`src/rtl/msi_frame_pkg.sv`:
```
`timescale 1ns/1ps
package msi_frame_pkg;

    localparam int ADDR_W   = 12;
    localparam int DATA_W   = 32;
    localparam int ID_W     = 10;
    localparam int SPI_OFFS = 32;
    localparam int ID_LIMIT = 1020;
    localparam int MAX_LINES = 128;

    localparam logic [ADDR_W-1:0] OFF_TYPE     = 12'h008;
    localparam logic [ADDR_W-1:0] OFF_DOORBELL = 12'h040;
    localparam logic [ADDR_W-1:0] OFF_IDENT    = 12'hFCC;
    localparam logic [ADDR_W-1:0] OFF_ZERO_LO  = 12'hFD0;
    localparam logic [ADDR_W-1:0] OFF_ZERO_HI  = 12'hFFC;

    localparam logic [7:0] PRODUCT_CODE = 8'h51;

    typedef enum logic [1:0] {
        SEL_NONE,
        SEL_TYPE,
        SEL_IDENT,
        SEL_ZERO
    } rd_sel_e;

    typedef struct packed {
        logic    rd_ok;
        rd_sel_e sel;
        logic    ring;
    } access_t;

    function automatic bit cfg_legal(input int base, input int count);
        return (count >= 1) && (count <= MAX_LINES) &&
               (base >= 0) && (base + SPI_OFFS <= ID_LIMIT - count);
    endfunction

    function automatic logic [DATA_W-1:0] type_word(input int base, input int count);
        logic [DATA_W-1:0] w;
        w = '0;
        w[31:16] = 16'(base + SPI_OFFS);
        w[15:0]  = 16'(count);
        return w;
    endfunction

    function automatic logic [DATA_W-1:0] ident_word();
        logic [DATA_W-1:0] w;
        w = '0;
        w[27:20] = PRODUCT_CODE;
        return w;
    endfunction

endpackage

```
`src/rtl/msi_frame_decode.sv`:
```
`timescale 1ns/1ps
module msi_frame_decode
    import msi_frame_pkg::*;
(
    input  logic [ADDR_W-1:0] addr_i,
    input  logic [2:0]        size_i,
    input  logic              rd_i,
    input  logic              wr_i,
    output access_t           acc_o
);

    logic rd_size_ok;
    logic wr_size_ok;

    always_comb begin
        rd_size_ok = (size_i == 3'd4);
        wr_size_ok = (size_i == 3'd2) || (size_i == 3'd4);

        acc_o       = '0;
        acc_o.rd_ok = rd_i && rd_size_ok;
        acc_o.ring  = wr_i && wr_size_ok && (addr_i == OFF_DOORBELL);

        if (addr_i == OFF_TYPE) begin
            acc_o.sel = SEL_TYPE;
        end else if (addr_i == OFF_IDENT) begin
            acc_o.sel = SEL_IDENT;
        end else if (addr_i >= OFF_ZERO_LO && addr_i <= OFF_ZERO_HI) begin
            acc_o.sel = SEL_ZERO;
        end else begin
            acc_o.sel = SEL_NONE;
        end
    end

endmodule

```
`src/rtl/msi_frame_readback.sv`:
```
`timescale 1ns/1ps
module msi_frame_readback
    import msi_frame_pkg::*;
#(
    parameter int BASE_SPI  = 0,
    parameter int SPI_COUNT = 64
) (
    input  logic              clk,
    input  logic              rst,
    input  access_t           acc_i,
    output logic [DATA_W-1:0] rdata_o
);

    localparam logic [DATA_W-1:0] TYPE_VAL  = type_word(BASE_SPI, SPI_COUNT);
    localparam logic [DATA_W-1:0] IDENT_VAL = ident_word();

    logic [DATA_W-1:0] rd_next;

    always_comb begin
        rd_next = '0;
        if (acc_i.rd_ok) begin
            unique case (acc_i.sel)
                SEL_TYPE:  rd_next = TYPE_VAL;
                SEL_IDENT: rd_next = IDENT_VAL;
                default:   rd_next = '0;
            endcase
        end
    end

    always_ff @(posedge clk) begin
        if (rst) rdata_o <= '0;
        else     rdata_o <= rd_next;
    end

    assert_idle_zero_R5: assert property (@(posedge clk) disable iff (rst)
        !acc_i.rd_ok |=> (rdata_o == '0));

endmodule

```
`src/rtl/msi_doorbell.sv`:
```
`timescale 1ns/1ps
module msi_doorbell
    import msi_frame_pkg::*;
#(
    parameter int BASE_SPI  = 0,
    parameter int SPI_COUNT = 64
) (
    input  logic                 clk,
    input  logic                 rst,
    input  logic                 ring_i,
    input  logic [ID_W-1:0]      id_i,
    output logic [SPI_COUNT-1:0] pulse_o
);

    localparam int  CALC_W = ID_W + 2;
    localparam int  WIN_LO = BASE_SPI + SPI_OFFS;
    localparam int  WIN_HI = WIN_LO + SPI_COUNT;
    localparam bit  CFG_OK = cfg_legal(BASE_SPI, SPI_COUNT);

    logic [CALC_W-1:0]    id_ext;
    logic [CALC_W-1:0]    rel;
    logic                 in_win;
    logic [SPI_COUNT-1:0] hit;

    assign id_ext = CALC_W'(id_i);
    assign in_win = (id_ext >= CALC_W'(WIN_LO)) && (id_ext < CALC_W'(WIN_HI));
    assign rel    = id_ext - CALC_W'(WIN_LO);

    for (genvar g = 0; g < SPI_COUNT; g++) begin : g_line
        assign hit[g] = ring_i && in_win && (rel == CALC_W'(g));

        always_ff @(posedge clk) begin
            if (rst) pulse_o[g] <= 1'b0;
            else     pulse_o[g] <= CFG_OK && hit[g];
        end
    end

    initial begin
        assert_cfg_legal_R11: assert (CFG_OK)
            else $error("msi_doorbell: BASE_SPI=%0d SPI_COUNT=%0d is not a legal window",
                        BASE_SPI, SPI_COUNT);
    end

    assert_pulse_onehot_R6: assert property (@(posedge clk) disable iff (rst)
        $onehot0(pulse_o));

    assert_pulse_one_cycle_R10: assert property (@(posedge clk) disable iff (rst)
        ((pulse_o != '0) && !ring_i) |=> (pulse_o == '0));

    assert_no_pulse_without_ring_R7: assert property (@(posedge clk) disable iff (rst)
        !ring_i |=> (pulse_o == '0));

endmodule

```
`src/rtl/msi_spi_frame.sv`:
```
`timescale 1ns/1ps
module msi_spi_frame
    import msi_frame_pkg::*;
#(
    parameter int BASE_SPI  = 0,
    parameter int SPI_COUNT = 64
) (
    input  logic                 clk,
    input  logic                 rst,
    input  logic [11:0]          bus_addr,
    input  logic [31:0]          bus_wdata,
    input  logic [2:0]           bus_size,
    input  logic                 bus_rd,
    input  logic                 bus_wr,
    output logic [31:0]          bus_rdata,
    output logic [SPI_COUNT-1:0] irq_pulse
);

    access_t acc;

    msi_frame_decode u_decode (
        .addr_i (bus_addr),
        .size_i (bus_size),
        .rd_i   (bus_rd),
        .wr_i   (bus_wr),
        .acc_o  (acc)
    );

    msi_frame_readback #(
        .BASE_SPI  (BASE_SPI),
        .SPI_COUNT (SPI_COUNT)
    ) u_readback (
        .clk     (clk),
        .rst     (rst),
        .acc_i   (acc),
        .rdata_o (bus_rdata)
    );

    msi_doorbell #(
        .BASE_SPI  (BASE_SPI),
        .SPI_COUNT (SPI_COUNT)
    ) u_doorbell (
        .clk     (clk),
        .rst     (rst),
        .ring_i  (acc.ring),
        .id_i    (bus_wdata[ID_W-1:0]),
        .pulse_o (irq_pulse)
    );

    assert_reset_quiet_R1: assert property (@(posedge clk)
        rst |=> ((irq_pulse == '0) && (bus_rdata == '0)));

    assert_bad_read_size_R5: assert property (@(posedge clk) disable iff (rst)
        (bus_rd && bus_size != 3'd4) |=> (bus_rdata == '0));

    assert_bad_write_size_R8: assert property (@(posedge clk) disable iff (rst)
        (bus_wr && bus_size != 3'd2 && bus_size != 3'd4) |=> (irq_pulse == '0));

    assert_other_offset_write_R9: assert property (@(posedge clk) disable iff (rst)
        (bus_wr && bus_addr != 12'h040) |=> (irq_pulse == '0));

endmodule

```
`config.mk`:
```
export PLATFORM = sky130hd
export DESIGN_NAME = msi_spi_frame
export DESIGN_NICKNAME = d
export VERILOG_FILES = /design/src/rtl/msi_frame_pkg.sv /design/src/rtl/msi_frame_decode.sv /design/src/rtl/msi_frame_readback.sv /design/src/rtl/msi_doorbell.sv /design/src/rtl/msi_spi_frame.sv
export SDC_FILE = /design/constraint.sdc
export NUM_CORES = 1
export LEC_CHECK = 0
export BUFFER_PORTS_ARGS = -buffer_cell sky130_fd_sc_hd__buf_4
export CORE_UTILIZATION = 45
export CTS_BUF_LIST = sky130_fd_sc_hd__clkbuf_4
export DETAILED_ROUTE_END_ITERATION = 8
export GPL_TIMING_DRIVEN = 0
export PLACE_DENSITY = 0.82
export SLEW_MARGIN = 15
export SYNTH_ARGS = -nofsm -noshare
export SYNTH_HDL_FRONTEND = slang
export SYNTH_SLANG_ARGS = --single-unit
```
`constraint.sdc`:
```
create_clock -name clk -period 2.3 [get_ports clk]
set_input_delay 0 -clock clk [delete_from_list [all_inputs] [get_ports clk]]
set_output_delay 0 -clock clk [all_outputs]
set_load 0.01 [all_outputs]
```
==> metrics.txt, run 1 <==
# TYPE chip_impl_metric gauge
chip_impl_metric{name="total_via_count_after_detailed_routing",unit=""} 2442
chip_impl_info{name="hold_start",value="bus_addr[2]"} 1
chip_impl_metric{name="yosys_warnings",unit=""} 0
chip_impl_metric{name="die_outline_width",unit="microns"} 77.2
chip_impl_metric{name="cts_buffers",unit=""} 9
chip_impl_info{name="min_delay_worst_type",value="in -> reg"} 1
chip_impl_metric{name="grt_first_pass_wirelength",unit="microns"} 10900
chip_impl_metric{name="wire_per_inst",unit="microns"} 13.5
chip_impl_metric{name="vdd_drop_max",unit="V"} 0.000322
chip_impl_metric{name="static_leakage_power",unit="nW"} 1.65
chip_impl_metric{name="dp_hpwl",unit="microns"} 4590
chip_impl_info{name="cts.root.buffer_cell",value="sky130_fd_sc_hd__clkbuf_4"} 1
chip_impl_metric{name="synth_sequential_area_ratio",unit="%"} 51.9
chip_impl_metric{name="finalCriticalPeriod",unit="ns"} 2.08
chip_impl_metric{name="timing.slew.headroom",unit="%"} 62.9
chip_impl_metric{name="final_min_period_over_clock_period",unit="%"} 90.4
chip_impl_metric{name="tightest_slew",unit="ns"} 0.556
chip_impl_metric{name="grt_antenna_before_repair",unit=""} 0
chip_impl_info{name="tritoncts",value="done"} 1
chip_impl_metric{name="hold-path-cell-count",unit=""} 4
chip_impl_metric{name="syn_inst",unit=""} 256
chip_impl_metric{name="timing_hold_violations_final",unit=""} 0
chip_impl_metric{name="initial_utilization",unit="%"} 46.5
chip_impl_metric{name="placed_cells",unit=""} 449
chip_impl_metric{name="achievable-frequency",unit="GHz"} 0.481
chip_impl_metric{name="wirelength",unit="microns"} 6570
chip_impl_metric{name="slew_violations",unit=""} 0
chip_impl_metric{name="num_rows",unit=""} 27
chip_impl_metric{name="critPathRequiredTime",unit="ns"} 2.61
chip_impl_metric{name="maximum_number_of_pins_on_one_net_before_global_route_repair",unit=""} 12
chip_impl_metric{name="crit_path_max_incr_delay",unit="ns"} 0.62
chip_impl_metric{name="synth_to_layout_area_growth",unit="%"} 50.9
chip_impl_metric{name="drt_drc_violations_left",unit=""} 0
chip_impl_metric{name="critical_path_peak_fanout",unit=""} 10
chip_impl_metric{name="post_cts.repair.setup_buffers",unit=""} 0
chip_impl_metric{name="cts_num_sinks",unit=""} 66
chip_impl_metric{name="io-pin-count",unit=""} 147
chip_impl_metric{name="numPortBuffers",unit=""} 95
chip_impl_info{name="critical_path.most_common_cell",value="sky130_fd_sc_hd__dlygate4sd3_1"} 1
chip_impl_metric{name="synth_cell_types",unit=""} 34
chip_impl_metric{name="power_density",unit="mW/mm^2"} 579
chip_impl_info{name="grt_setup_unrepaired",value="false"} 1
chip_impl_metric{name="design.die.area",unit="sq mm"} 0.00596
chip_impl_info{name="crit_chain",value="dlygate4sd3_1 > buf_4 > nor4_2 > dlygate4sd3_1 > nand3_2 > clkbuf_1 > nor4_1"} 1
chip_impl_metric{name="final-instance-count-excl-fill",unit=""} 487
chip_impl_metric{name="finalNetCount",unit=""} 462
chip_impl_info{name="worstSetupStartpointType",value="input pin"} 1
chip_impl_metric{name="drt_pre_antenna_iters",unit=""} 4
chip_impl_metric{name="finalSetupViolCount",unit=""} 0
chip_impl_metric{name="ys_ff_latch",unit=""} 66
chip_impl_metric{name="first_iter_violations",unit=""} 144
chip_impl_info{name="worstSetupPathType",value="in -> reg"} 1
chip_impl_metric{name="global_route.usage.total",unit="%"} 23.5
chip_impl_info{name="worstHoldEndpoint",value="u_doorbell.pulse_o[19]"} 1
chip_impl_metric{name="postRouteAntennaNets",unit=""} 0
chip_impl_info{name="critical_path_end_type",value="flop"} 1
chip_impl_metric{name="grt.overflow.total",unit=""} 0
chip_impl_metric{name="gp_congestion",unit=""} 0.803
chip_impl_metric{name="n_antenna_cell",unit=""} 0
chip_impl_metric{name="max-clock-path-buffers",unit=""} 2
chip_impl_metric{name="cts_max_level",unit=""} 3
chip_impl_metric{name="first_global_vias",unit=""} 2354
chip_impl_metric{name="layout.filler_cells",unit=""} 440
chip_impl_metric{name="timing.critical_path.arrival",unit="ns"} 2.39
chip_impl_metric{name="synth.avg_cell_area",unit="sq um"} 9.95
chip_impl_metric{name="syn-cell-area",unit="sq mm"} 0.00255
chip_impl_metric{name="max-cap-violations",unit=""} 0
chip_impl_metric{name="post_drt_via_cell_ratio",unit=""} 5.01
chip_impl_metric{name="fp.coreArea",unit="sq mm"} 0.00547
chip_impl_metric{name="drive_gt1_share",unit="%"} 38.6
chip_impl_info{name="crit_slowest_cell",value="sky130_fd_sc_hd__dlygate4sd3_1"} 1
chip_impl_metric{name="cts.reportedPaths.clkPinSlew",unit="ns"} 0.10
chip_impl_metric{name="final_util",unit="%"} 70.2
chip_impl_metric{name="die_height",unit="microns"} 77.2
chip_impl_info{name="status",value="complete, no violations"} 1
[power breakdown]
| part | internal, mW | switching, mW | total [mW] |
|---|---|---|---|
| logic | 0.105 | 0.114 | 0.220 |
| registers | 1.14 | 0.000000374 | 1.14 |
| clock network | 0.465 | 0.400 | 0.865 |
| total | 1.71 | 0.515 | 2.23 |
[worst max-delay path, delay by kind of cell]
kind	cells	cell delay, ns
buffers and inverters	4	1.55
and+or+nand+nor	3	0.83
[metrics by stage]
step / hold WS (ns) / setup slack (ns) / area [sq um] / setup TNS [ns] / total power, mW
3_3_place_gp: 0.193 / 0.0219 / 3450 / 0 / 1.35
6_report: 0.0185 / 0.220 / 3840 / 0 / 2.23
5_1_grt: 0.0374 / 0.00824 / 3840 / 0 / 2.31
3_5_place_dp: 0.194 / -0.107 / 3450 / -0.298 / 1.36
4_1_cts: 0.000358 / 0.0484 / 3840 / 0 / 2.23
2_1_floorplan: 0.0779 / 0.511 / 2640 / 0 / 1.29
[what timing repair did]
| item | CTS | global route |
|---|---|---|
| hold buffers | 23 | 0 |
| gates resized for setup | 0 | 1 |
| endpoints found under the setup margin | 0 | 4 |
| endpoints found under the hold margin | 37 | 0 |
[routing by layer]
metal	part of all wire [%]	GRT usage, %	vias up
met5	0	0	-
li1	-	-	1208
met1	41	26.5	1110
met4	2.4	10.9	0
met3	7.3	6.55	19
met2	49	40.7	105
[cells in the mapped netlist]
cell type	instances	area, sq um
sky130_fd_sc_hd__or2_2	1	6.26
sky130_fd_sc_hd__or4_1	1	7.51
sky130_fd_sc_hd__and4bb_2	1	12.5
sky130_fd_sc_hd__and3b_1	1	8.76
sky130_fd_sc_hd__nand2_1	6	22.5
sky130_fd_sc_hd__and2_1	1	6.26
sky130_fd_sc_hd__dfxtp_1	66	1320
sky130_fd_sc_hd__nor4b_1	1	8.76
sky130_fd_sc_hd__ha_1	1	12.5
sky130_fd_sc_hd__buf_2	10	50.1
sky130_fd_sc_hd__nor3b_1	1	7.51
sky130_fd_sc_hd__buf_4	30	225
sky130_fd_sc_hd__xor2_2	1	16.3
sky130_fd_sc_hd__nand4b_1	2	17.5
sky130_fd_sc_hd__o31ai_4	1	21.3
sky130_fd_sc_hd__nor4_4	1	21.3
sky130_fd_sc_hd__nor4_1	57	357
sky130_fd_sc_hd__nand3_1	10	50.1
sky130_fd_sc_hd__nor3_1	11	55.1
sky130_fd_sc_hd__a21oi_1	1	5.00
sky130_fd_sc_hd__nand2b_1	2	12.5
sky130_fd_sc_hd__nand4_1	15	93.8
sky130_fd_sc_hd__nor4bb_1	1	10.0
sky130_fd_sc_hd__conb_1	1	3.75
sky130_fd_sc_hd__and4b_1	1	10.0
sky130_fd_sc_hd__clkbuf_1	12	45.0
sky130_fd_sc_hd__nor4_2	1	12.5
sky130_fd_sc_hd__nor4b_2	1	15.0
sky130_fd_sc_hd__inv_1	2	7.51
sky130_fd_sc_hd__nand3_2	1	10.0
sky130_fd_sc_hd__nand3b_1	2	15.0
sky130_fd_sc_hd__nor2_1	6	22.5
sky130_fd_sc_hd__nor2b_1	5	31.3
sky130_fd_sc_hd__nand4_2	2	25.0
[flip-flops by register name, summed over array words and instances, names as in the netlist]
signal	flops
u_doorbell.pulse_o	64
u_readback.rdata_o	2
[cells by family after synthesis]
kind of cell	after synthesis	synth area share [%]
AND/OR/NAND/NOR	131	32.9
flip-flops	66	51.9
buffers and inverters	54	12.9
AO/OA/AOI/OAI	2	1.03
XOR/XNOR	1	0.639
adder cells (fa/ha/maj)	1	0.491
other	1	0.147
[layout by cell type (no fill, tap or decap), types with 10 or more instances in the layout]
cell type and count:
sky130_fd_sc_hd__conb_1 27, sky130_fd_sc_hd__dfxtp_1 66, sky130_fd_sc_hd__nor3_1 11, sky130_fd_sc_hd__dlygate4sd3_1 23
sky130_fd_sc_hd__buf_4 125, sky130_fd_sc_hd__nand4_1 15, sky130_fd_sc_hd__clkbuf_1 11, sky130_fd_sc_hd__clkbuf_4 11
sky130_fd_sc_hd__buf_2 10, sky130_fd_sc_hd__nand3_1 10, sky130_fd_sc_hd__nor4_1 57
[cell type report]
cell class / count / area [sq um] / area share (%)
clock buffer: 11 / 82.6 / 2.15
tap: 72 / 90.1 / 2.34
sequential: 66 / 1320 / 34.4
buffer: 51 / 317 / 8.24
timing repair buffer: 118 / 943 / 24.6
multi-input combinational: 162 / 1000 / 26.1
clock inverter: 5 / 77.6 / 2.02
inverter: 2 / 7.51 / 0.195
[worst max-delay path by stage]
stage                     slack (ns)  cells after the start          from                endpoint
after floorplan                 0.51                      8  bus_wdata[5]  u_doorbell.pulse_o[36]
after global placement          0.02                      9  bus_wdata[5]  u_doorbell.pulse_o[18]
after detailed placement       -0.11                      9  bus_wdata[5]  u_doorbell.pulse_o[18]
after CTS                       0.05                      9  bus_wdata[5]  u_doorbell.pulse_o[62]
after global routing           0.008                      7   bus_addr[4]  u_doorbell.pulse_o[34]
final                           0.22                      7   bus_addr[4]  u_doorbell.pulse_o[34]
Note: power is estimated with default switching activity, not from simulation.
==> inputs of run 2 (changes only) <==
REMOVE_ABC_BUFFERS = 1   (was unset)
==> metrics.txt, run 2 (synthesis gave the netlist of run 1 again) <==
# TYPE chip_impl_metric gauge
chip_impl_metric{name="grt.overflow.total",unit=""} 0
chip_impl_metric{name="critical_path_depth",unit=""} 7
chip_impl_info{name="min_delay_worst_type",value="in -> reg"} 1
chip_impl_metric{name="dp_hpwl",unit="microns"} 4170
chip_impl_metric{name="crit_path_max_incr_delay",unit="ns"} 0.55
chip_impl_metric{name="final-instance-count-excl-fill",unit=""} 435
chip_impl_metric{name="vdd_drop_max",unit="V"} 0.000247
chip_impl_metric{name="grt_first_pass_wirelength",unit="microns"} 10600
chip_impl_metric{name="total_via_count_after_detailed_routing",unit=""} 2350
chip_impl_metric{name="design.die.area",unit="sq mm"} 0.00596
chip_impl_metric{name="finalSetupViolCount",unit=""} 0
chip_impl_metric{name="first_global_vias",unit=""} 2190
chip_impl_metric{name="timing.critical_path.arrival",unit="ns"} 2.37
chip_impl_metric{name="power.share.sequential",unit="%"} 55.0
chip_impl_metric{name="cts_buffers",unit=""} 9
chip_impl_metric{name="grt_antenna_before_repair",unit=""} 0
chip_impl_info{name="crit_slowest_cell",value="sky130_fd_sc_hd__dlygate4sd3_1"} 1
chip_impl_info{name="layout_common_cells",value="97 x sky130_fd_sc_hd__buf_4, 66 x sky130_fd_sc_hd__dfxtp_1, 57 x sky130_fd_sc_hd__nor4_1"} 1
chip_impl_metric{name="post_drt_via_cell_ratio",unit=""} 5.40
chip_impl_metric{name="placed_cells",unit=""} 401
chip_impl_metric{name="die_height",unit="microns"} 77.2
chip_impl_metric{name="io-pin-count",unit=""} 147
chip_impl_metric{name="power.share.switching",unit="%"} 23.6
chip_impl_metric{name="finalCriticalPeriod",unit="ns"} 2.08
chip_impl_metric{name="achievable-frequency",unit="GHz"} 0.480
chip_impl_info{name="gr-max-usage-layer",value="met2"} 1
chip_impl_metric{name="drt_pre_antenna_iters",unit=""} 5
chip_impl_metric{name="final_min_period_over_clock_period",unit="%"} 90.6
chip_impl_metric{name="n_antenna_cell",unit=""} 0
chip_impl_info{name="worst_path_dominant_cell_family",value="buffers and inverters"} 1
chip_impl_metric{name="first_iter_violations",unit=""} 200
chip_impl_metric{name="num_rows",unit=""} 27
chip_impl_info{name="reg.largest.list",value="u_doorbell.pulse_o (64), u_readback.rdata_o (2)"} 1
chip_impl_metric{name="fin_hold_ws",unit="ns"} 0.0736
chip_impl_metric{name="slew_violations",unit=""} 0
chip_impl_metric{name="drt_drc_violations_left",unit=""} 0
chip_impl_info{name="grt_setup_unrepaired",value="false"} 1
chip_impl_metric{name="max-clock-path-buffers",unit=""} 2
chip_impl_metric{name="global_route.usage.total",unit="%"} 23.2
chip_impl_metric{name="grt_use_met1",unit="%"} 26.9
chip_impl_metric{name="die_outline_width",unit="microns"} 77.2
chip_impl_metric{name="number_of_buffers_and_inverters_on_the_critical_path",unit=""} 4
chip_impl_metric{name="final_util",unit="%"} 63.7
chip_impl_metric{name="power.combinational.fraction",unit="%"} 8.5
chip_impl_metric{name="hold-path-cell-count",unit=""} 4
chip_impl_metric{name="max-cap-violations",unit=""} 0
chip_impl_metric{name="power.clock.fraction",unit="%"} 36.5
chip_impl_metric{name="grtUsageMet3",unit="%"} 5.60
chip_impl_metric{name="largest_register_ff_count",unit=""} 64
chip_impl_info{name="hold_start",value="bus_wdata[6]"} 1
chip_impl_metric{name="dp_slack",unit="ns"} -0.135
chip_impl_info{name="regMostFlops",value="u_doorbell.pulse_o"} 1
chip_impl_metric{name="timing_hold_violations_final",unit=""} 0
chip_impl_metric{name="critPathRequiredTime",unit="ns"} 2.59
chip_impl_metric{name="synth_to_layout_area_growth",unit="%"} 37.0
chip_impl_metric{name="cts_max_level",unit=""} 3
chip_impl_metric{name="initial_utilization",unit="%"} 46.5
chip_impl_metric{name="fp.coreArea",unit="sq mm"} 0.00547
chip_impl_info{name="tritoncts",value="done"} 1
chip_impl_metric{name="tightest_slew",unit="ns"} 0.711
chip_impl_info{name="crit_chain",value="dlygate4sd3_1 > buf_4 > nor4_4 > nand4_1 > buf_6 > buf_8 > nor4_1"} 1
chip_impl_metric{name="wire_per_inst",unit="microns"} 15.3
chip_impl_info{name="status",value="complete, no violations"} 1
chip_impl_metric{name="cts.reportedPaths.clkPinSlew",unit="ns"} 0.09
chip_impl_metric{name="maximum_number_of_pins_on_one_net_before_global_route_repair",unit=""} 41
chip_impl_info{name="worstSetupStartpointType",value="input pin"} 1
chip_impl_info{name="crit_path_start",value="bus_addr[9]"} 1
chip_impl_metric{name="globalRouteMet2Util",unit="%"} 37.9
chip_impl_info{name="cts.root.buffer_cell",value="sky130_fd_sc_hd__clkbuf_4"} 1
chip_impl_metric{name="power.switching",unit="mW"} 0.491
chip_impl_metric{name="critical_path_peak_fanout",unit=""} 24
chip_impl_info{name="critical_path_end_type",value="flop"} 1
chip_impl_metric{name="worst_slack",unit="ns"} 0.216
chip_impl_info{name="layout.cells.most_common",value="sky130_fd_sc_hd__buf_4"} 1
chip_impl_metric{name="totalNegativeSetupSlack",unit="ns"} 0
chip_impl_metric{name="numPortBuffers",unit=""} 97
chip_impl_metric{name="cts_num_sinks",unit=""} 66
chip_impl_metric{name="gp_congestion",unit=""} 0.865
chip_impl_metric{name="timing.slew.headroom",unit="%"} 52.4
chip_impl_metric{name="postRouteAntennaNets",unit=""} 0
chip_impl_metric{name="wirelength",unit="microns"} 6640
chip_impl_metric{name="power_density",unit="mW/mm^2"} 596
chip_impl_metric{name="static_leakage_power",unit="nW"} 1.44
chip_impl_metric{name="internal_power",unit="mW"} 1.59
chip_impl_metric{name="finalNetCount",unit=""} 410
chip_impl_info{name="worstSetupPathType",value="in -> reg"} 1
chip_impl_metric{name="drive_gt1_share",unit="%"} 34.7
==> run 2: changes by cell type in the layout (fill, tap and decap cells not counted), sizes merged <==
cell         delta
buf            -36
bufinv          -1
clkbuf          -9
dlygate4sd3     -5
inv             -1
==> run 2: layout make-up <==
cell class	count	area [sq um]
clock buffer	13	97.6
clock inverter	3	40.0
fill	473	1980
inverter	2	7.51
multi-input combinational	162	997
sequential	66	1320
tap	72	90.1
timing repair buffer	117	935
==> run 2: worst paths after layout <==
check	end	slack [ns]
min	u_doorbell.pulse_o[11]	0.07
max	u_doorbell.pulse_o[24]	0.22
==> run 2: repair_timing <==
| action | in CTS | in global routing |
|---|---|---|
| gates resized for setup | 0 | 0 |
| hold buffers | 18 | 0 |
| endpoints found under the hold margin | 42 | 0 |
| setup buffers | 0 | 0 |
==> run 2: metal layers <==
metal	up-vias	part of all wire, %	wire length [microns]
met5	-	0	0
met4	0	3.3	220
met1	1060	38	2540
met3	29	8.3	553
li1	1103	-	-
met2	158	50	3330
==> run 2: power groups by stage <==
stage	combinational [mW]	clock (mW)	sequential (mW)
floorplan	0.0742	0	1.17
detailed placement	0.152	0	1.17
global route	0.189	0.832	1.14
global placement	0.149	0	1.17
CTS	0.170	0.772	1.14
finish	0.177	0.759	1.14
==> run 2: per-stage QoR <==
| stage | cell area (sq um) | power, mW |
|---|---|---|
| after floorplan | 2320 | 1.24 |
| after global placement | 3140 | 1.32 |
| after detailed placement | 3170 | 1.32 |
| after CTS | 3490 | 2.08 |
| after global routing | 3490 | 2.16 |
| final | 3490 | 2.08 |
==> inputs of run 3 (changes only) <==
PLACE_DENSITY = 0.9   (was 0.82)
clock period = 2 ns   (was 2.3 ns; I/O delays follow)
==> metrics.txt, run 3 (synthesis gave the netlist of run 1 again) <==
# TYPE chip_impl_metric gauge
chip_impl_info{name="critical_path.most_common_cell",value="sky130_fd_sc_hd__dlygate4sd3_1"} 1
chip_impl_metric{name="critPathRequiredTime",unit="ns"} 2.36
chip_impl_metric{name="drt_pre_antenna_iters",unit=""} 5
chip_impl_metric{name="crit_path_max_incr_delay",unit="ns"} 0.56
chip_impl_metric{name="largest_register_ff_count",unit=""} 64
chip_impl_metric{name="io-pin-count",unit=""} 147
chip_impl_metric{name="placed_cells",unit=""} 401
chip_impl_info{name="critical_path_end_type",value="flop"} 1
chip_impl_metric{name="design.die.area",unit="sq mm"} 0.00596
chip_impl_metric{name="power_density",unit="mW/mm^2"} 710
chip_impl_info{name="status",value="complete, no violations"} 1
chip_impl_metric{name="tightest_slew",unit="ns"} 0.690
chip_impl_metric{name="cts_buffers",unit=""} 9
chip_impl_metric{name="grt_first_pass_wirelength",unit="microns"} 9950
chip_impl_metric{name="first_global_vias",unit=""} 2084
chip_impl_metric{name="num_rows",unit=""} 27
chip_impl_metric{name="timing.critical_path.arrival",unit="ns"} 1.95
chip_impl_metric{name="layout.filler_cells",unit=""} 443
chip_impl_metric{name="synth_to_layout_area_growth",unit="%"} 36.2
chip_impl_metric{name="final_min_period_over_clock_period",unit="%"} 79.4
chip_impl_metric{name="die_height",unit="microns"} 77.2
chip_impl_info{name="worstSetupEndpoint",value="u_readback.rdata_o[24]"} 1
chip_impl_metric{name="grt.overflow.total",unit=""} 0
chip_impl_metric{name="die_outline_width",unit="microns"} 77.2
chip_impl_info{name="crit_chain",value="buf_4 > dlygate4sd3_1 > nand3_1 > dlygate4sd3_1 > nor3_1 > dlygate4sd3_1"} 1
chip_impl_metric{name="dp_slack",unit="ns"} -0.420
chip_impl_metric{name="cts_num_sinks",unit=""} 66
chip_impl_metric{name="worst_slack",unit="ns"} 0.412
chip_impl_metric{name="vdd_drop_max",unit="V"} 0.000348
chip_impl_metric{name="postCtsResizedCells",unit=""} 0
chip_impl_info{name="layout_common_cells",value="97 x sky130_fd_sc_hd__buf_4, 66 x sky130_fd_sc_hd__dfxtp_1, 57 x sky130_fd_sc_hd__nor4_1"} 1
chip_impl_metric{name="numPortBuffers",unit=""} 97
chip_impl_metric{name="timing_hold_violations_final",unit=""} 0
chip_impl_metric{name="final_util",unit="%"} 63.4
chip_impl_metric{name="slew_violations",unit=""} 0
chip_impl_info{name="regMostFlops",value="u_doorbell.pulse_o"} 1
chip_impl_metric{name="cts.reportedPaths.clkPinSlew",unit="ns"} 0.10
chip_impl_metric{name="fp.coreArea",unit="sq mm"} 0.00547
chip_impl_metric{name="dp_hpwl",unit="microns"} 4290
chip_impl_metric{name="global_route.usage.total",unit="%"} 21.7
chip_impl_metric{name="wire_per_inst",unit="microns"} 14.5
chip_impl_metric{name="max-clock-path-buffers",unit=""} 2
chip_impl_metric{name="grt_antenna_before_repair",unit=""} 0
chip_impl_info{name="reg.largest.list",value="u_doorbell.pulse_o (64), u_readback.rdata_o (2)"} 1
chip_impl_metric{name="finalSetupViolCount",unit=""} 0
chip_impl_metric{name="postRouteAntennaNets",unit=""} 0
chip_impl_metric{name="post_drt_via_cell_ratio",unit=""} 5.39
chip_impl_metric{name="timing.slew.headroom",unit="%"} 53.8
chip_impl_info{name="grt_setup_unrepaired",value="false"} 1
chip_impl_metric{name="first_iter_violations",unit=""} 182
chip_impl_metric{name="critical_path_peak_fanout",unit=""} 2
chip_impl_metric{name="cts_max_level",unit=""} 3
chip_impl_metric{name="drive_gt1_share",unit="%"} 34.5
chip_impl_metric{name="maximum_number_of_pins_on_one_net_before_global_route_repair",unit=""} 41
chip_impl_metric{name="max-cap-violations",unit=""} 0
chip_impl_metric{name="total_via_count_after_detailed_routing",unit=""} 2322
chip_impl_metric{name="final-instance-count-excl-fill",unit=""} 431
chip_impl_info{name="tritoncts",value="done"} 1
chip_impl_metric{name="drt_drc_violations_left",unit=""} 0
chip_impl_info{name="crit_path_start",value="bus_addr[9]"} 1
chip_impl_info{name="cts.root.buffer_cell",value="sky130_fd_sc_hd__clkbuf_4"} 1
chip_impl_info{name="crit_slowest_cell",value="sky130_fd_sc_hd__dlygate4sd3_1"} 1
chip_impl_info{name="layout.cells.most_common",value="sky130_fd_sc_hd__buf_4"} 1
chip_impl_metric{name="n_antenna_cell",unit=""} 0
chip_impl_metric{name="gp_congestion",unit=""} 0.829
chip_impl_metric{name="hold-path-cell-count",unit=""} 4
chip_impl_metric{name="static_leakage_power",unit="nW"} 1.42
chip_impl_metric{name="achievable-frequency",unit="GHz"} 0.630
chip_impl_info{name="min_delay_worst_type",value="in -> reg"} 1
chip_impl_metric{name="finalNetCount",unit=""} 407
chip_impl_metric{name="wirelength",unit="microns"} 6260
chip_impl_metric{name="finalCriticalPeriod",unit="ns"} 1.59
chip_impl_metric{name="initial_utilization",unit="%"} 46.5
chip_impl_info{name="worstSetupStartpointType",value="input pin"} 1
chip_impl_info{name="worstSetupPathType",value="in -> reg"} 1
run 3: cell types whose count changed in the layout (fill, tap and decap cells not counted), sizes merged:
cell | previous run | this run
dlygate4sd3 | 18 | 15
clkbuf | 13 | 9
bufinv | 1 | 2
clkinv | 2 | 4
run 3: worst min path at each step:
| stage | startpoint | to | slack, ns |
|---|---|---|---|
| after global routing | bus_wdata[6] | u_doorbell.pulse_o[27] | 0.05 |
| after CTS | bus_wdata[5] | u_doorbell.pulse_o[50] | 0.008 |
| final | bus_wdata[5] | u_doorbell.pulse_o[50] | 0.03 |
| after global placement | bus_addr[6] | u_readback.rdata_o[21] | 0.20 |
| after detailed placement | bus_addr[6] | u_readback.rdata_o[21] | 0.20 |
| after floorplan | bus_addr[6] | u_readback.rdata_o[21] | 0.08 |
run 3: power by group:
group	total [mW]	internal (mW)	leakage (nW)	switching, mW
Combinational	0.198	0.0750	0.809	0.123
Clock	0.951	0.494	0.0832	0.457
Sequential	1.31	1.31	0.531	0.000000381
run 3: what timing repair did:
action                    4_1_cts  5_1_grt
hold endpoints to repair       37        0
buffers inserted                0        0
hold buffers                   15        0
run 3: layout make-up:
| cell class | instances | area, sq um | share of cell area [%] |
|---|---|---|---|
| Inverter | 2 | 7.51 | 0.217 |
| Multi-Input combinational cell | 162 | 997 | 28.8 |
| Sequential cell | 66 | 1320 | 38.1 |
| Clock buffer | 9 | 67.6 | 1.95 |
| Timing Repair Buffer | 114 | 901 | 26.0 |
| Clock inverter | 6 | 82.6 | 2.38 |
| Tap cell | 72 | 90.1 | 2.60 |
run 3: worst max-delay path, delay by kind of cell:
family                 cells  cell delay, ns
and+or+nand+nor            2            0.19
buffers and inverters      4            1.76
run 3: routing by layer:
| layer | share of wire, % | vias to the layer above | global-route usage [%] |
|---|---|---|---|
| met2 | 50 | 160 | 35.6 |
| met4 | 1.9 | 0 | 10.6 |
| met5 | 0 | - | 0 |
| li1 | - | 1103 | - |
| met3 | 11 | 17 | 7.26 |
| met1 | 38 | 1042 | 25.1 |
run 3: metrics by stage:
step                setup TNS, ns  hold WS, ns  instance area, sq um  power (mW)
floorplan                  -0.501       0.0779                  2320        1.43
global placement           -29.68        0.199                  3140        1.52
detailed placement         -13.75        0.199                  3160        1.52
CTS                             0      0.00833                  3460        2.47
global route                    0       0.0507                  3470        2.56
finish                          0       0.0334                  3470        2.46
